`src/rtl/seg_xlate_pkg.sv`:
```
package seg_xlate_pkg;

  typedef enum logic [1:0] {
    SEL_MODE    = 2'd0,
    SEL_BASE_LO = 2'd1,
    SEL_BASE_HI = 2'd2,
    SEL_RSVD    = 2'd3
  } cfg_sel_e;

  typedef struct packed {
    logic fault;
    logic walk;
    logic hit;
  } xlate_flags_t;

endpackage

```
`src/rtl/seg_rst_sync.sv`:
```
module seg_rst_sync #(
  parameter int STAGES = 2
) (
  input  logic clk,
  input  logic rst_n_async,
  output logic rst_n_sync
);

  logic [STAGES-1:0] sync_q;
  logic [STAGES-1:0] sync_d;

  always_comb begin
    sync_d = {sync_q[STAGES-2:0], 1'b1};
  end

  always_ff @(posedge clk or negedge rst_n_async) begin
    if (!rst_n_async) sync_q <= '0;
    else              sync_q <= sync_d;
  end

  assign rst_n_sync = sync_q[STAGES-1];

endmodule

```
`src/rtl/seg_cfg_regs.sv`:
```
module seg_cfg_regs
  import seg_xlate_pkg::*;
#(
  parameter int NSEG   = 16,
  parameter int BASE_W = 4,
  parameter int DATA_W = 32
) (
  input  logic                   clk,
  input  logic                   rst_n,
  input  logic                   we,
  input  logic [1:0]             sel,
  input  logic [DATA_W-1:0]      wdata,
  output logic [NSEG-1:0]        seg_paged,
  output logic [NSEG*BASE_W-1:0] seg_base
);

  localparam int HALF = NSEG / 2;

  cfg_sel_e        sel_e;
  logic            mode_en;
  logic            lo_en;
  logic            hi_en;
  logic [NSEG-1:0] mode_q;
  logic [NSEG-1:0] mode_d;

  assign sel_e = cfg_sel_e'(sel);

  always_comb begin
    mode_en = 1'b0;
    lo_en   = 1'b0;
    hi_en   = 1'b0;
    if (we) begin
      case (sel_e)
        SEL_MODE:    mode_en = 1'b1;
        SEL_BASE_LO: lo_en   = 1'b1;
        SEL_BASE_HI: hi_en   = 1'b1;
        default:     ;
      endcase
    end
    mode_d = wdata[NSEG-1:0];
  end

  always_ff @(posedge clk or negedge rst_n) begin
    if (!rst_n)       mode_q <= '0;
    else if (mode_en) mode_q <= mode_d;
  end

  assign seg_paged = mode_q;

  for (genvar g = 0; g < NSEG; g++) begin : g_base
    localparam int SLOT = g % HALF;
    logic              en;
    logic [BASE_W-1:0] base_q;
    logic [BASE_W-1:0] base_d;

    if (g < HALF) begin : g_lo
      assign en = lo_en;
    end else begin : g_hi
      assign en = hi_en;
    end

    always_comb begin
      base_d = wdata[SLOT*BASE_W +: BASE_W];
    end

    always_ff @(posedge clk or negedge rst_n) begin
      if (!rst_n)  base_q <= BASE_W'(g);
      else if (en) base_q <= base_d;
    end

    assign seg_base[g*BASE_W +: BASE_W] = base_q;
  end

endmodule

```
`src/rtl/seg_lookup.sv`:
```
module seg_lookup
  import seg_xlate_pkg::*;
#(
  parameter int VA_W         = 32,
  parameter int SEG_BITS     = 4,
  parameter int PAGE_BITS    = 13,
  parameter int USER_TOP_SEG = 10
) (
  input  logic [VA_W-1:0]                   va,
  input  logic                              user,
  input  logic [(1<<SEG_BITS)-1:0]          seg_paged,
  input  logic [(1<<SEG_BITS)*SEG_BITS-1:0] seg_base,
  output xlate_flags_t                      flags,
  output logic [VA_W-1:0]                   pa
);

  localparam int OFF_W = VA_W - SEG_BITS;
  localparam logic [SEG_BITS-1:0] USER_TOP = SEG_BITS'(USER_TOP_SEG);

  logic [SEG_BITS-1:0] seg;
  logic [OFF_W-1:0]    offset;
  logic [SEG_BITS-1:0] base;
  logic                first_page;
  logic                user_out;
  logic                is_paged;

  always_comb begin
    seg        = va[VA_W-1 -: SEG_BITS];
    offset     = va[OFF_W-1:0];
    base       = seg_base[seg*SEG_BITS +: SEG_BITS];
    is_paged   = seg_paged[seg];
    first_page = (va[VA_W-1:PAGE_BITS] == '0);
    user_out   = user && (seg > USER_TOP);

    flags = '0;
    pa    = '0;
    if (first_page || user_out) begin
      flags.fault = 1'b1;
    end else if (is_paged) begin
      flags.walk = 1'b1;
      pa         = va;
    end else begin
      flags.hit = 1'b1;
      pa        = {base, offset};
    end
  end

endmodule

```
`src/rtl/seg_result_reg.sv`:
```
module seg_result_reg
  import seg_xlate_pkg::*;
#(
  parameter int PA_W = 32
) (
  input  logic         clk,
  input  logic         rst_n,
  input  logic         load,
  input  xlate_flags_t flags_in,
  input  logic [PA_W-1:0] pa_in,
  output xlate_flags_t flags_q,
  output logic [PA_W-1:0] pa_q
);

  xlate_flags_t    flags_d;
  logic [PA_W-1:0] pa_d;

  always_comb begin
    flags_d = '0;
    pa_d    = '0;
    if (load) begin
      flags_d = flags_in;
      pa_d    = pa_in;
    end
  end

  always_ff @(posedge clk or negedge rst_n) begin
    if (!rst_n) begin
      flags_q <= '0;
      pa_q    <= '0;
    end else begin
      flags_q <= flags_d;
      pa_q    <= pa_d;
    end
  end

endmodule

```
`src/rtl/seg_xlate_top.sv`:
```
module seg_xlate_top
  import seg_xlate_pkg::*;
#(
  parameter int VA_W         = 32,
  parameter int SEG_BITS     = 4,
  parameter int PAGE_BITS    = 13,
  parameter int USER_TOP_SEG = 10,
  parameter int CFG_W        = 32
) (
  input  logic             clk,
  input  logic             rst_n,
  input  logic             cfg_we,
  input  logic [1:0]       cfg_sel,
  input  logic [CFG_W-1:0] cfg_wdata,
  input  logic             req_valid,
  input  logic [VA_W-1:0]  req_addr,
  input  logic             req_user,
  output logic             pa_valid,
  output logic [VA_W-1:0]  pa,
  output logic             walk_req,
  output logic             fault
);

  localparam int NSEG = 1 << SEG_BITS;

  logic                   rst_n_sync;
  logic [NSEG-1:0]        seg_paged;
  logic [NSEG*SEG_BITS-1:0] seg_base;
  xlate_flags_t           look_flags;
  logic [VA_W-1:0]        look_pa;
  xlate_flags_t           res_flags;

  seg_rst_sync #(.STAGES(2)) u_rst (
    .clk         (clk),
    .rst_n_async (rst_n),
    .rst_n_sync  (rst_n_sync)
  );

  seg_cfg_regs #(.NSEG(NSEG), .BASE_W(SEG_BITS), .DATA_W(CFG_W)) u_cfg (
    .clk       (clk),
    .rst_n     (rst_n_sync),
    .we        (cfg_we),
    .sel       (cfg_sel),
    .wdata     (cfg_wdata),
    .seg_paged (seg_paged),
    .seg_base  (seg_base)
  );

  seg_lookup #(
    .VA_W(VA_W), .SEG_BITS(SEG_BITS), .PAGE_BITS(PAGE_BITS), .USER_TOP_SEG(USER_TOP_SEG)
  ) u_look (
    .va        (req_addr),
    .user      (req_user),
    .seg_paged (seg_paged),
    .seg_base  (seg_base),
    .flags     (look_flags),
    .pa        (look_pa)
  );

  seg_result_reg #(.PA_W(VA_W)) u_res (
    .clk      (clk),
    .rst_n    (rst_n_sync),
    .load     (req_valid),
    .flags_in (look_flags),
    .pa_in    (look_pa),
    .flags_q  (res_flags),
    .pa_q     (pa)
  );

  assign pa_valid = res_flags.hit;
  assign walk_req = res_flags.walk;
  assign fault    = res_flags.fault;

endmodule

```
`config.mk`:
```
export PLATFORM = sky130hd
export DESIGN_NAME = seg_xlate_top
export DESIGN_NICKNAME = d
export VERILOG_FILES = /design/src/rtl/seg_xlate_pkg.sv /design/src/rtl/seg_rst_sync.sv /design/src/rtl/seg_cfg_regs.sv /design/src/rtl/seg_lookup.sv /design/src/rtl/seg_result_reg.sv /design/src/rtl/seg_xlate_top.sv
export SDC_FILE = /design/constraint.sdc
export NUM_CORES = 1
export LEC_CHECK = 0
export BUFFER_PORTS_ARGS = -buffer_cell sky130_fd_sc_hd__buf_2
export CAP_MARGIN = 25
export CORE_MARGIN = 2
export CORE_UTILIZATION = 35
export CTS_CLUSTER_DIAMETER = 40
export CTS_CLUSTER_SIZE = 10
export DETAILED_ROUTE_END_ITERATION = 8
export PLACE_DENSITY = 0.66
export SYNTH_ARGS = -nofsm -noshare
export SYNTH_HDL_FRONTEND = slang
export SYNTH_SLANG_ARGS = --single-unit
```
`constraint.sdc`:
```
create_clock -name clk -period 3.9 [get_ports clk]
set_input_delay 0.195 -clock clk [delete_from_list [all_inputs] [get_ports clk]]
set_output_delay 0.195 -clock clk [all_outputs]
set_load 0.01 [all_outputs]
```
==> impl_summary.txt, run 1 <==
----------------------------------------------------
[Global route]
  First-pass GRT wire length ... 16900 um
  Initial antenna violation count ... 0
  Largest net degree at the start of global routing ... 53
  Vias in the first global route ... 3399
  Total global routing overflow ... 0
  Overall track demand over capacity in global routing ... 15.0%

[Worst setup path]
  Critical path endpoint category ... register
  Worst R2R Setup Slack ... 2.06 ns
  Startpoint kind of the worst setup timing path ... input pin
  Endpoint of the lowest-slack register-to-register path ... u_res.pa_q[30]
  Arrival time at the worst endpoint ... 2.30 ns
  Launch point of the worst reg-to-reg path ... u_cfg.seg_paged[15]
  WP data required ... 4.19 ns
  Critical path start-end classification ... input pin to register
  Maximum fanout count along the critical path ... 31
  R2R depth ... 5

[Power]
  Static leakage ... 2.87 nW
  Power density of the placed cells ... between 500 and 600 mW/mm^2
  Largest voltage drop on the vdd net ... 0.000377 V

[Clock tree]
  Clock-pin transition on the worst setup and hold timing paths ... ~0.050 ns
  Clk Latency, worst-skew pair ... 0.40 ns
  Number of levels in the clock H-tree ... 4
  Clock tree from TritonCTS ... yes
  Count of instances resized after the clock tree is built ... 0
  Post CTS Setup Buffer Count ... 0
  Hold Buf Count CTS ... 12
  Clock tree root buffer cell ... clkbuf_16
  TritonCTS sink count ... 117
  Worst-case clock buffer depth ... 2
  Number of buffers created by CTS ... 17

[Logic synthesis]
  Post-synthesis async set-or-reset flop share ... 100%
  Synth area leaders ... dfrtp_1 42%, mux2_2 19%, dfstp_2 17%
  Post-synth top cells ... 85 x dfrtp_1, 83 x mux2_2, 32 x dfstp_2, 28 x and2_1, 21 x mux4_2
  Number of register bits inferred by synthesis ... around 120
  Number of enable-type register cells in the synthesized netlist ... 0
  Most common flop cell mapped by yosys ... dfrtp_1
  Syn Std Cell Area ... 0.00501 mm^2
  Dominant cell type by area after synthesis ... dfrtp_1
  Part of the Yosys area used for sequential elements ... 59.2%
  Most frequent cell after synthesis ... dfrtp_1
  Cells after synthesis ... 313
  Mapped Nets ... 384
  Unique cell type count in the Yosys netlist ... 33
  Mean area per synthesized cell ... 16.0 um^2
  Synth top area share ... ~42%
  Yosys warnings ... 0

[Route]
  Total number of vias ... between 3000 and 4000
  Iter 0 DRT Violations ... 125
  ANT nets after route ... 0
  Wire length after detailed routing ... 10600 um
  Remaining routing DRC violations ... 0
  Detail-routed via count per cell ... 4.91
  Post-detailed-route wirelength per cell ... 16.9 um
  Iteration count of the initial detailed-routing pass ... 4

[STA]
  Setup_tns ... 0 ns
  Setup violation total in the final timing report ... 0
  RSZ-0062 raised after global routing ... no
  Slew at the pin with the worst max-slew slack ... 0.745 ns
  Headroom to the max-slew limit ... 50.3%
  Fin. max-slew vios ... 0
  Final Cycle Share ... 51.5%
  Minimum clock period ... about 2 ns
  Final hold violation count ... 0
  Clock Skew ... 0.00525 ns
  Maximum clock frequency ... 0.498 GHz

[Floorplanning]
  Num ports ... 106
  Initial Util ... a little over a third
  Die Footprint ... about 0.015 mm^2
  Total core area ... around 0.014 mm^2
  Die Span Y ... 124 um
  Row Count ... 43
  Width of the die ... 124 um

[Status]
  Result of the run ... completed

[Hold path]
  Hold endpoint ... u_res.pa_q[11]
  Beginning of the worst hold path ... req_addr[11]
  Hold crit path type ... input pin to register
  Cell count of the worst hold path ... 2

[Finish]
  Share of cells above drive strength 1 ... 62.3%
  Antenna cell count ... 0
  Area growth syn-to-layout ... 27.1%
  Final Util ... 45.7%
  Number of nets in the finished design ... 506
  Post-Layout Cell Count ... 628

[Flow run]
  Number of maximum-capacitance violations ... 0

[Placed design]
  Routability congestion estimate ... 0.725
  Count of buffers inserted at the top-level ports ... 105
  HPWL Detailed ... 7490 um
  Cell count after placement ... between 500 and 600

----------------------------------------------------
critical path: stages:
cell,delay (ns)
dlygate4sd3_1,0.54
buf_2,0.13
nor4_1,0.29
nand4_1,0.17
o221a_2,0.47
and2_2,0.27
a22o_1,0.23
how the worst max path moves through the flow:
stage | endpoint | slack, ns | start
after floorplan | u_cfg.g_base[0].base_q[0] | 0.46 | u_rst.sync_q[1]
after global placement | u_res.pa_q[30] | 1.56 | req_addr[28]
after detailed placement | u_res.pa_q[30] | 1.49 | req_addr[28]
after CTS | u_res.pa_q[28] | 1.88 | req_addr[14]
after global routing | u_res.pa_q[28] | 1.72 | req_addr[14]
final | u_res.pa_q[28] | 1.89 | req_addr[14]
area by class of cell:
class                   count  area, um^2
clock buffers              27         503
clock inverters             5        50.0
fillers                  1240        7570
inverters                   1        3.75
multi-input cells         176        1930
flip-flops and latches    117        2970
well taps                 180         225
repair buffers            122         683
kinds of logic after synthesis:
| logic type | Yosys count | share of synthesized area [%] |
|---|---|---|
| compound gates | 11 | 1.52 |
| buf+inv | 20 | 2.25 |
| flops | 117 | 59.2 |
| mux | 112 | 30.7 |
| other cells | 1 | 0.0748 |
| simple gates | 52 | 6.27 |
layer usage:
layer  GRT usage, %  up-vias  wire length [um]
li1               -     1384                 -
met1           17.5     1589              4510
met2           25.5       99              5220
met3           5.59       12               783
met4           5.26        0               111
met5              0        -                 0
report_power, final:
part           switching (mW)  total [mW]  internal (mW)
Combinational           0.191       0.491          0.300
Sequential              0.103        1.55           1.45
Clock                   0.489        1.43          0.937
stage by stage:
step / worst slack (ns) / hold WS, ns / area, um^2 / power (mW)
final: 1.89 / 0.0182 / 6370 / 3.47
after detailed placement: 1.49 / -0.0171 / 5700 / 2.06
after floorplan: 0.455 / -0.101 / 5010 / 1.89
after CTS: 1.88 / 0.00377 / 6370 / 3.52
after global placement: 1.56 / -0.0196 / 5700 / 2.03
after global routing: 1.72 / 0.00480 / 6370 / 3.63
state kept, by name, summed over array words and instances (netlist names):
| name | flops |
|---|---|
| u_res.pa_q | 32 |
| u_cfg.g_base.base_q | 64 |
| u_cfg.seg_paged | 16 |
| u_rst.sync_q | 2 |
| u_res.flags_q | 3 |
cell usage in the layout, fill, tap and decap left out, types with 2 or more instances in the layout:
cell	Yosys	layout
a21oi_1	4	4
and2_1	28	28
buf_2	3	105
buf_4	1	5
clkbuf_1	9	6
clkbuf_16	0	17
clkbuf_8	0	4
clkinv_2	0	4
dfrtp_1	85	84
dfstp_2	32	32
dlygate4sd3_1	0	12
mux2_2	83	83
mux2i_1	4	4
mux4_1	2	2
mux4_2	21	21
nand2_1	4	4
nand3_1	2	2
nand3b_1	3	3
nand4_1	2	2
nor2_1	4	4
nor2b_1	2	2
nor4_1	4	4
o21ai_0	2	2
Power figures use the tool's default switching activity.
==> inputs of run 2 (changes only) <==
Settings changed: ABC_AREA set to 1.
Clock period 3.9 ns to 2 ns, I/O delays scaled along.
==> impl_summary.txt, run 2 <==
----------------------------------------------------
[Power]
  Static leakage ... 3.64 nW (was 2.87 nW)
  Power density of the placed cells ... 988 mW/mm^2 (was 544 mW/mm^2)
  Largest voltage drop on the vdd net ... 0.000584 V (was 0.000377 V)

[Finish]
  Number of nets in the finished design ... 835 (was 506)
  Final Instance Area ... 0.00704 mm^2 (was 0.00637 mm^2)
  Final Util ... 49.0% (was 45.7%)
  Most used cells in the layout excluding fill and tap cells ... 152 x nand2_1, 105 x buf_2, 84 x dfrtp_1 (was 105 x buf_2, 84 x dfrtp_1, 83 x mux2_2)
  Largest register by flop count ... u_cfg.g_base.base_q (unchanged)
  Post-Layout Cell Count ... 963 (was 628)
  Leading cell type in the layout, fill and taps excluded ... nand2_1 (was buf_2)
  Area growth syn-to-layout ... 37.9% (was 27.1%)
  Flip-flop count of the largest register after layout ... 64 (unchanged)
  Share of cells above drive strength 1 ... 25.7% (was 62.3%)

[Flow run]
  Number of maximum-capacitance violations ... 0 (unchanged)

[Logic synthesis]
  Cells after synthesis ... 597 (was 313)
  Most common flop cell mapped by yosys ... dfrtp_1 (unchanged)
  Most frequent cell after synthesis ... nand2_1 (was dfrtp_1)
  Post-synthesis async set-or-reset flop share ... 100% (unchanged)
  Unique cell type count in the Yosys netlist ... 23 (was 33)
  Post-synth top cells ... 153 x nand2_1, 85 x dfrtp_1, 80 x o21ai_0, 76 x inv_1, 48 x nand3_1 (was 85 x dfrtp_1, 83 x mux2_2, 32 x dfstp_2, 28 x and2_1, 21 x mux4_2)
  Synth area leaders ... dfrtp_1 42%, dfstp_2 16%, nand2_1 11% (was dfrtp_1 42%, mux2_2 19%, dfstp_2 17%)
  Synth top area share ... 41.6% (was 42.4%)
  Number of register bits inferred by synthesis ... 117 (unchanged)
  Mapped Nets ... 668 (was 384)
  Syn Std Cell Area ... 0.00511 mm^2 (was 0.00501 mm^2)
  Part of the Yosys area used for sequential elements ... 58.1% (was 59.2%)
  Mean area per synthesized cell ... 8.56 um^2 (was 16.0 um^2)
  Number of enable-type register cells in the synthesized netlist ... 0 (unchanged)
  Yosys warnings ... 0 (unchanged)
  Dominant cell type by area after synthesis ... dfrtp_1 (unchanged)

[STA]
  Final hold violation count ... 0 (unchanged)
  Slew at the pin with the worst max-slew slack ... 0.616 ns (was 0.745 ns)
  Worst hold margin ... 0.0115 ns (was 0.0182 ns)
  Clock Skew ... 0.00418 ns (was 0.00525 ns)
  Setup violation total in the final timing report ... 0 (unchanged)
  Setup_tns ... 0 ns (unchanged)
  RSZ-0062 raised after global routing ... no (unchanged)
  Maximum clock frequency ... 0.677 GHz
  Headroom to the max-slew limit ... 58.9% (was 50.3%)
  Fin. max-slew vios ... 0 (unchanged)
  Minimum clock period ... 1.48 ns
  Final Cycle Share ... about three quarters

[Route]
  Total number of vias ... 4332 (was 3084)
  Iteration count of the initial detailed-routing pass ... 5 (was 4)
  ANT nets after route ... 0 (unchanged)
  Post-detailed-route wirelength per cell ... 13.3 um (was 16.9 um)
  Iter 0 DRT Violations ... 320 (was 125)
  Detail-routed via count per cell ... 4.50 (was 4.91)
  Remaining routing DRC violations ... 0 (unchanged)
  Wire length after detailed routing ... 12800 um (was 10600 um)

[Global route]
  Largest net degree at the start of global routing ... 55 (was 53)
  First-pass GRT wire length ... 21900 um (was 16900 um)
  Overall track demand over capacity in global routing ... 17.6% (was 15.0%)
  Vias in the first global route ... 4401 (was 3399)
  Initial antenna violation count ... 2 (was 0)
  Total global routing overflow ... 0 (unchanged)

[Hold path]
  Beginning of the worst hold path ... cfg_wdata[5] (was req_addr[11])
  Hold crit path type ... input pin to register (unchanged)

[Worst setup path]
  Critical path start-end classification ... input pin to register (unchanged)
  WP data required ... 2.28 ns (was 4.19 ns)
  Slowest stage cell, crit path ... dlygate4sd3_1 (unchanged)
  Arrival time at the worst endpoint ... 1.76 ns (was 2.30 ns)
  CP peak stage delay ... 0.55 ns (was 0.54 ns)
  Critical path endpoint category ... register (unchanged)
  Launch point of the worst reg-to-reg path ... u_cfg.g_base[13].base_q[0] (was u_cfg.seg_paged[15])
  Cell chain of the critical path ... dlygate4sd3_1, buf_2, nor2_1, nand3_1, nor2_1, nand3_1, nand3_2, buf_4, nor2_1 (was dlygate4sd3_1, buf_2, nor4_1, nand4_1, o221a_2, and2_2, a22o_1)
  Critical Path Most Common Cell ... nor2_1
  Critical Path Start ... req_addr[14] (unchanged)
  Maximum fanout count along the critical path ... 28 (was 31)
  Startpoint kind of the worst setup timing path ... input pin (unchanged)

[Clock tree]
  Clock tree root buffer cell ... clkbuf_16 (unchanged)
  TritonCTS sink count ... 117 (unchanged)
  Clk Latency, worst-skew pair ... 0.41 ns (was 0.40 ns)
  Clock-pin transition on the worst setup and hold timing paths ... 0.05 ns (about the same)
  Clock tree from TritonCTS ... yes (unchanged)
  Worst-case clock buffer depth ... 2 (unchanged)
  Number of buffers created by CTS ... 17 (unchanged)
  Post CTS Setup Buffer Count ... 0 (unchanged)
  Number of levels in the clock H-tree ... 4 (unchanged)

[Placed design]
  Placed cell area ... 0.00582 mm^2 (was 0.00570 mm^2)
  Count of buffers inserted at the top-level ports ... 105 (unchanged)
  HPWL Detailed ... 8740 um (was 7490 um)
  Routability congestion estimate ... 0.840 (was 0.725)
  Cell count after placement ... 869 (was 584)

[Floorplanning]
  Width of the die ... 125 um (was 124 um)
  Die Span Y ... 125 um (was 124 um)
  Num ports ... 106 (unchanged)
  Row Count ... 44 (was 43)
  Die Footprint ... 0.0156 mm^2 (was 0.0153 mm^2)
  Initial Util ... 35.6% (was 36.0%)
  Total core area ... 0.0144 mm^2 (was 0.0139 mm^2)

[Status]
  Result of the run ... completed (unchanged)

----------------------------------------------------
==> run 2: timing repair <==
action | 4_1_cts | 5_1_grt
hold endpoints to repair | 91 | 0
hold buffers | 60 | 0
gates resized for setup | 0 | 0
==> run 2: cell families (layout without fill, tap and decap cells) <==
kind of cell           Yosys count  in the layout  share of synthesized area, %
AO/OA/AOI/OAI                  106            106                          11.0
buffers and inverters          108            288                          9.14
flip-flops                     117            117                          58.1
AND/OR/NAND/NOR                265            265                          21.7
other                            1              3                        0.0734
==> run 2: worst paths after layout <==
path,endpoint,slack [ns],cells after the start
min reg2reg,u_res.flags_q[1],0.28,0
min,u_cfg.seg_paged[5],0.01,3
max in group asynchronous,u_res.pa_q[16],1.00,1
min in group asynchronous,u_rst.sync_q[1],0.02,2
max,u_res.pa_q[18],0.52,9
max reg2reg,u_res.pa_q[28],0.68,8
==> run 2: final cells by class <==
| class | instances | area (um^2) |
|---|---|---|
| antenna | 2 | 5.00 |
| clock buffer | 22 | 464 |
| clock inverter | 10 | 153 |
| fill | 1349 | 7330 |
| inverter | 79 | 297 |
| multi-input combinational | 372 | 1680 |
| sequential | 117 | 2970 |
| tap | 184 | 230 |
| timing repair buffer | 177 | 1240 |
==> run 2: per-layer routing <==
metal | share of wire, % | vias to the layer above | track usage (%)
met3 | 5.7 | 16 | 5.15
met1 | 46 | 1990 | 22.5
met5 | 0 | - | 0
met2 | 47 | 114 | 28.9
li1 | - | 2212 | -
met4 | 1.5 | 0 | 5.62
==> run 2: critical path, delay by kind of cell <==
family,cells,cell delay (ns)
buffers and inverters,3,1.00
and+or+nand+nor,6,0.65
==> run 2: stage by stage <==
step	power, mW	setup slack, ns
CTS	7.02	0.530
global placement	3.73	0.526
global route	7.31	0.338
floorplan	3.44	0.0761
detailed placement	3.75	0.469
finish	6.96	0.524
==> run 2: power breakdown <==
part / leakage [nW] / internal (mW) / switching (mW) / total (mW)
clock network: 0.304 / 2.14 / 1.02 / 3.15
logic: 1.92 / 0.396 / 0.485 / 0.881
registers: 1.41 / 2.75 / 0.171 / 2.92
==> inputs of run 3 (changes only) <==
Clock period 2 ns to 1.4 ns, I/O delays scaled along.
==> impl_summary.txt, run 3 (synthesis gave the netlist of run 2 again) <==
----------------------------------------------------
[STA]
  Final Cycle Share ... 92.0%
  Setup violation total in the final timing report ... 0 (unchanged)
  RSZ-0062 raised after global routing ... no (unchanged)
  Setup_tns ... 0 ns (unchanged)
  Final hold violation count ... 0 (unchanged)
  Maximum clock frequency ... between 0.7 and 0.8 GHz
  Fin. max-slew vios ... 0 (unchanged)
  Minimum clock period ... 1.29 ns
  Clock Skew ... 0.0145 ns (was 0.00418 ns)

[Floorplanning]
  Total core area ... 0.0144 mm^2 (unchanged)
  Width of the die ... 125 um (unchanged)
  Initial Util ... 35.6% (unchanged)
  Die Footprint ... 0.0156 mm^2 (unchanged)
  Num ports ... 106 (unchanged)
  Row Count ... 44 (unchanged)
  Die Span Y ... 125 um (unchanged)

[Route]
  Total number of vias ... 4380 (was 4332)
  Remaining routing DRC violations ... 0 (unchanged)
  Iter 0 DRT Violations ... 237 (was 320)
  ANT nets after route ... 0 (unchanged)
  Detail-routed via count per cell ... 4.52 (was 4.50)
  Post-detailed-route wirelength per cell ... 13.5 um (was 13.3 um)
  Wire length after detailed routing ... 13100 um (was 12800 um)
  Iteration count of the initial detailed-routing pass ... 5 (unchanged)

[Global route]
  Overall track demand over capacity in global routing ... 17.7% (was 17.6%)
  Initial antenna violation count ... 0 (was 2)
  Vias in the first global route ... 4493 (was 4401)
  Total global routing overflow ... 0 (unchanged)
  Largest net degree at the start of global routing ... 65 (was 55)
  First-pass GRT wire length ... 21900 um (about the same)

[Clock tree]
  Clock tree from TritonCTS ... yes (unchanged)
  Clock-pin transition on the worst setup and hold timing paths ... 0.05 ns (about the same)
  Clk Latency, worst-skew pair ... 0.42 ns (was 0.41 ns)
  Number of levels in the clock H-tree ... 4 (unchanged)
  Post CTS Setup Buffer Count ... 0 (unchanged)
  TritonCTS sink count ... 117 (unchanged)
  Number of buffers created by CTS ... 17 (unchanged)
  Clock tree root buffer cell ... clkbuf_16 (unchanged)
  Worst-case clock buffer depth ... 2 (unchanged)

[Finish]
  Antenna cell count ... 0 (was 2)
  Area growth syn-to-layout ... 40.9% (was 37.9%)
  Largest register by flop count ... u_cfg.g_base.base_q (unchanged)
  Share of cells above drive strength 1 ... 26.8% (was 25.7%)
  Number of nets in the finished design ... 844 (was 835)
  Flip-flop count of the largest register after layout ... 64 (unchanged)
  Most used cells in the layout excluding fill and tap cells ... 153 x nand2_1, 105 x buf_2, 84 x dfrtp_1 (was 152 x nand2_1, 105 x buf_2, 84 x dfrtp_1)
  Filler Cells Inserted ... 1325 (was 1349)
  Post-Layout Cell Count ... 970 (was 963)
  Final Instance Area ... 0.00720 mm^2 (was 0.00704 mm^2)
  Leading cell type in the layout, fill and taps excluded ... nand2_1 (unchanged)

[Hold path]
  Hold crit path type ... input pin to register (unchanged)
  Cell count of the worst hold path ... 3 (unchanged)

[Status]
  Result of the run ... completed (unchanged)

[Power]
  Power density of the placed cells ... 1390 mW/mm^2 (was 988 mW/mm^2)
  Largest voltage drop on the vdd net ... 0.000746 V (was 0.000584 V)
  Static leakage ... 3.70 nW (was 3.64 nW)

[Worst setup path]
  Critical Path Most Common Cell ... nor2_1 (unchanged)
  Maximum fanout count along the critical path ... 28 (unchanged)
  Critical path start-end classification ... input pin to register (unchanged)
  Slowest stage cell, crit path ... dlygate4sd3_1 (unchanged)
  Startpoint kind of the worst setup timing path ... input pin (unchanged)
  R2R depth ... 7 (was 8)
  Cell chain of the critical path ... dlygate4sd3_1, buf_2, nor2_1, nand3_1, nor2_1, nand3_2, nand3_4, buf_12, nor2_1 (was dlygate4sd3_1, buf_2, nor2_1, nand3_1, nor2_1, nand3_1, nand3_2, buf_4, nor2_1)
  Arrival time at the worst endpoint ... 1.58 ns (was 1.76 ns)
  Critical path endpoint category ... register (unchanged)
  CP peak stage delay ... 0.54 ns (was 0.55 ns)
  WP data required ... 1.70 ns (was 2.28 ns)

[Placed design]
  Routability congestion estimate ... 0.820 (was 0.840)
  Placed cell area ... 0.00593 mm^2 (was 0.00582 mm^2)
  Count of buffers inserted at the top-level ports ... 105 (unchanged)
  Cell count after placement ... 875 (was 869)
  HPWL Detailed ... 8600 um (was 8740 um)

[Flow run]
  Number of maximum-capacitance violations ... 0 (unchanged)

----------------------------------------------------
-- run 3: final timing paths --
check | endpoint | start | slack, ns
setup / recovery | u_res.pa_q[10] | req_addr[14] | 0.11
max in group asynchronous | u_cfg.g_base[15].base_q[3] | u_rst.sync_q[1] | 0.57
hold / removal | u_res.flags_q[2] | req_user | 0.11
hold reg to reg | u_cfg.g_base[4].base_q[0] | u_rst.sync_q[1] | 0.22
setup reg to reg | u_res.pa_q[29] | u_cfg.g_base[0].base_q[1] | 0.12
min in group asynchronous | u_cfg.g_base[4].base_q[0] | u_rst.sync_q[1] | 0.22
-- run 3: final cells by class --
type                       instances  area, um^2  share of cell area (%)
clock inverter                    14         184                    2.55
clock buffer                      18         439                    6.10
multi-input combinational        372        1700                    23.6
tap                              184         230                    3.20
sequential                       117        2970                    41.3
timing repair buffer             186        1380                    19.2
inverter                          79         297                    4.12
-- run 3: through the flow --
stage	hold WS (ns)	util (%)	power, mW	setup WS, ns
detailed placement	-0.142	41.2	5.40	0.0734
floorplan	-0.226	-	4.92	0.160
finish	0.110	50.1	10.0	0.112
global route	0.107	50.1	10.6	0.00389
CTS	0.0423	50.0	10.1	0.0871
global placement	-0.143	41.2	5.37	0.0827
-- run 3: where the power goes --
part,switching [mW],total [mW],internal (mW)
clock,1.53,4.53,3.00
combinational,0.707,1.31,0.605
sequential,0.246,4.18,3.93
total,2.48,10.0,7.54
-- run 3: critical path: cells and delay by family --
kind | cells | cell delay, ns
buf+inv | 3 | 0.86
simple gates | 6 | 0.65
-- run 3: repair_timing --
action	4_1_cts	5_1_grt
gates resized for setup	0	4
hold buffers	63	0
endpoints found under the hold margin	110	0
setup endpoints to repair	0	32
-- run 3: layer usage --
layer | share of wire [%] | global-route usage [%]
met1 | 46 | 22.7
met2 | 47 | 28.6
met3 | 5.4 | 5.33
met4 | 1.0 | 5.82
met5 | 0 | 0
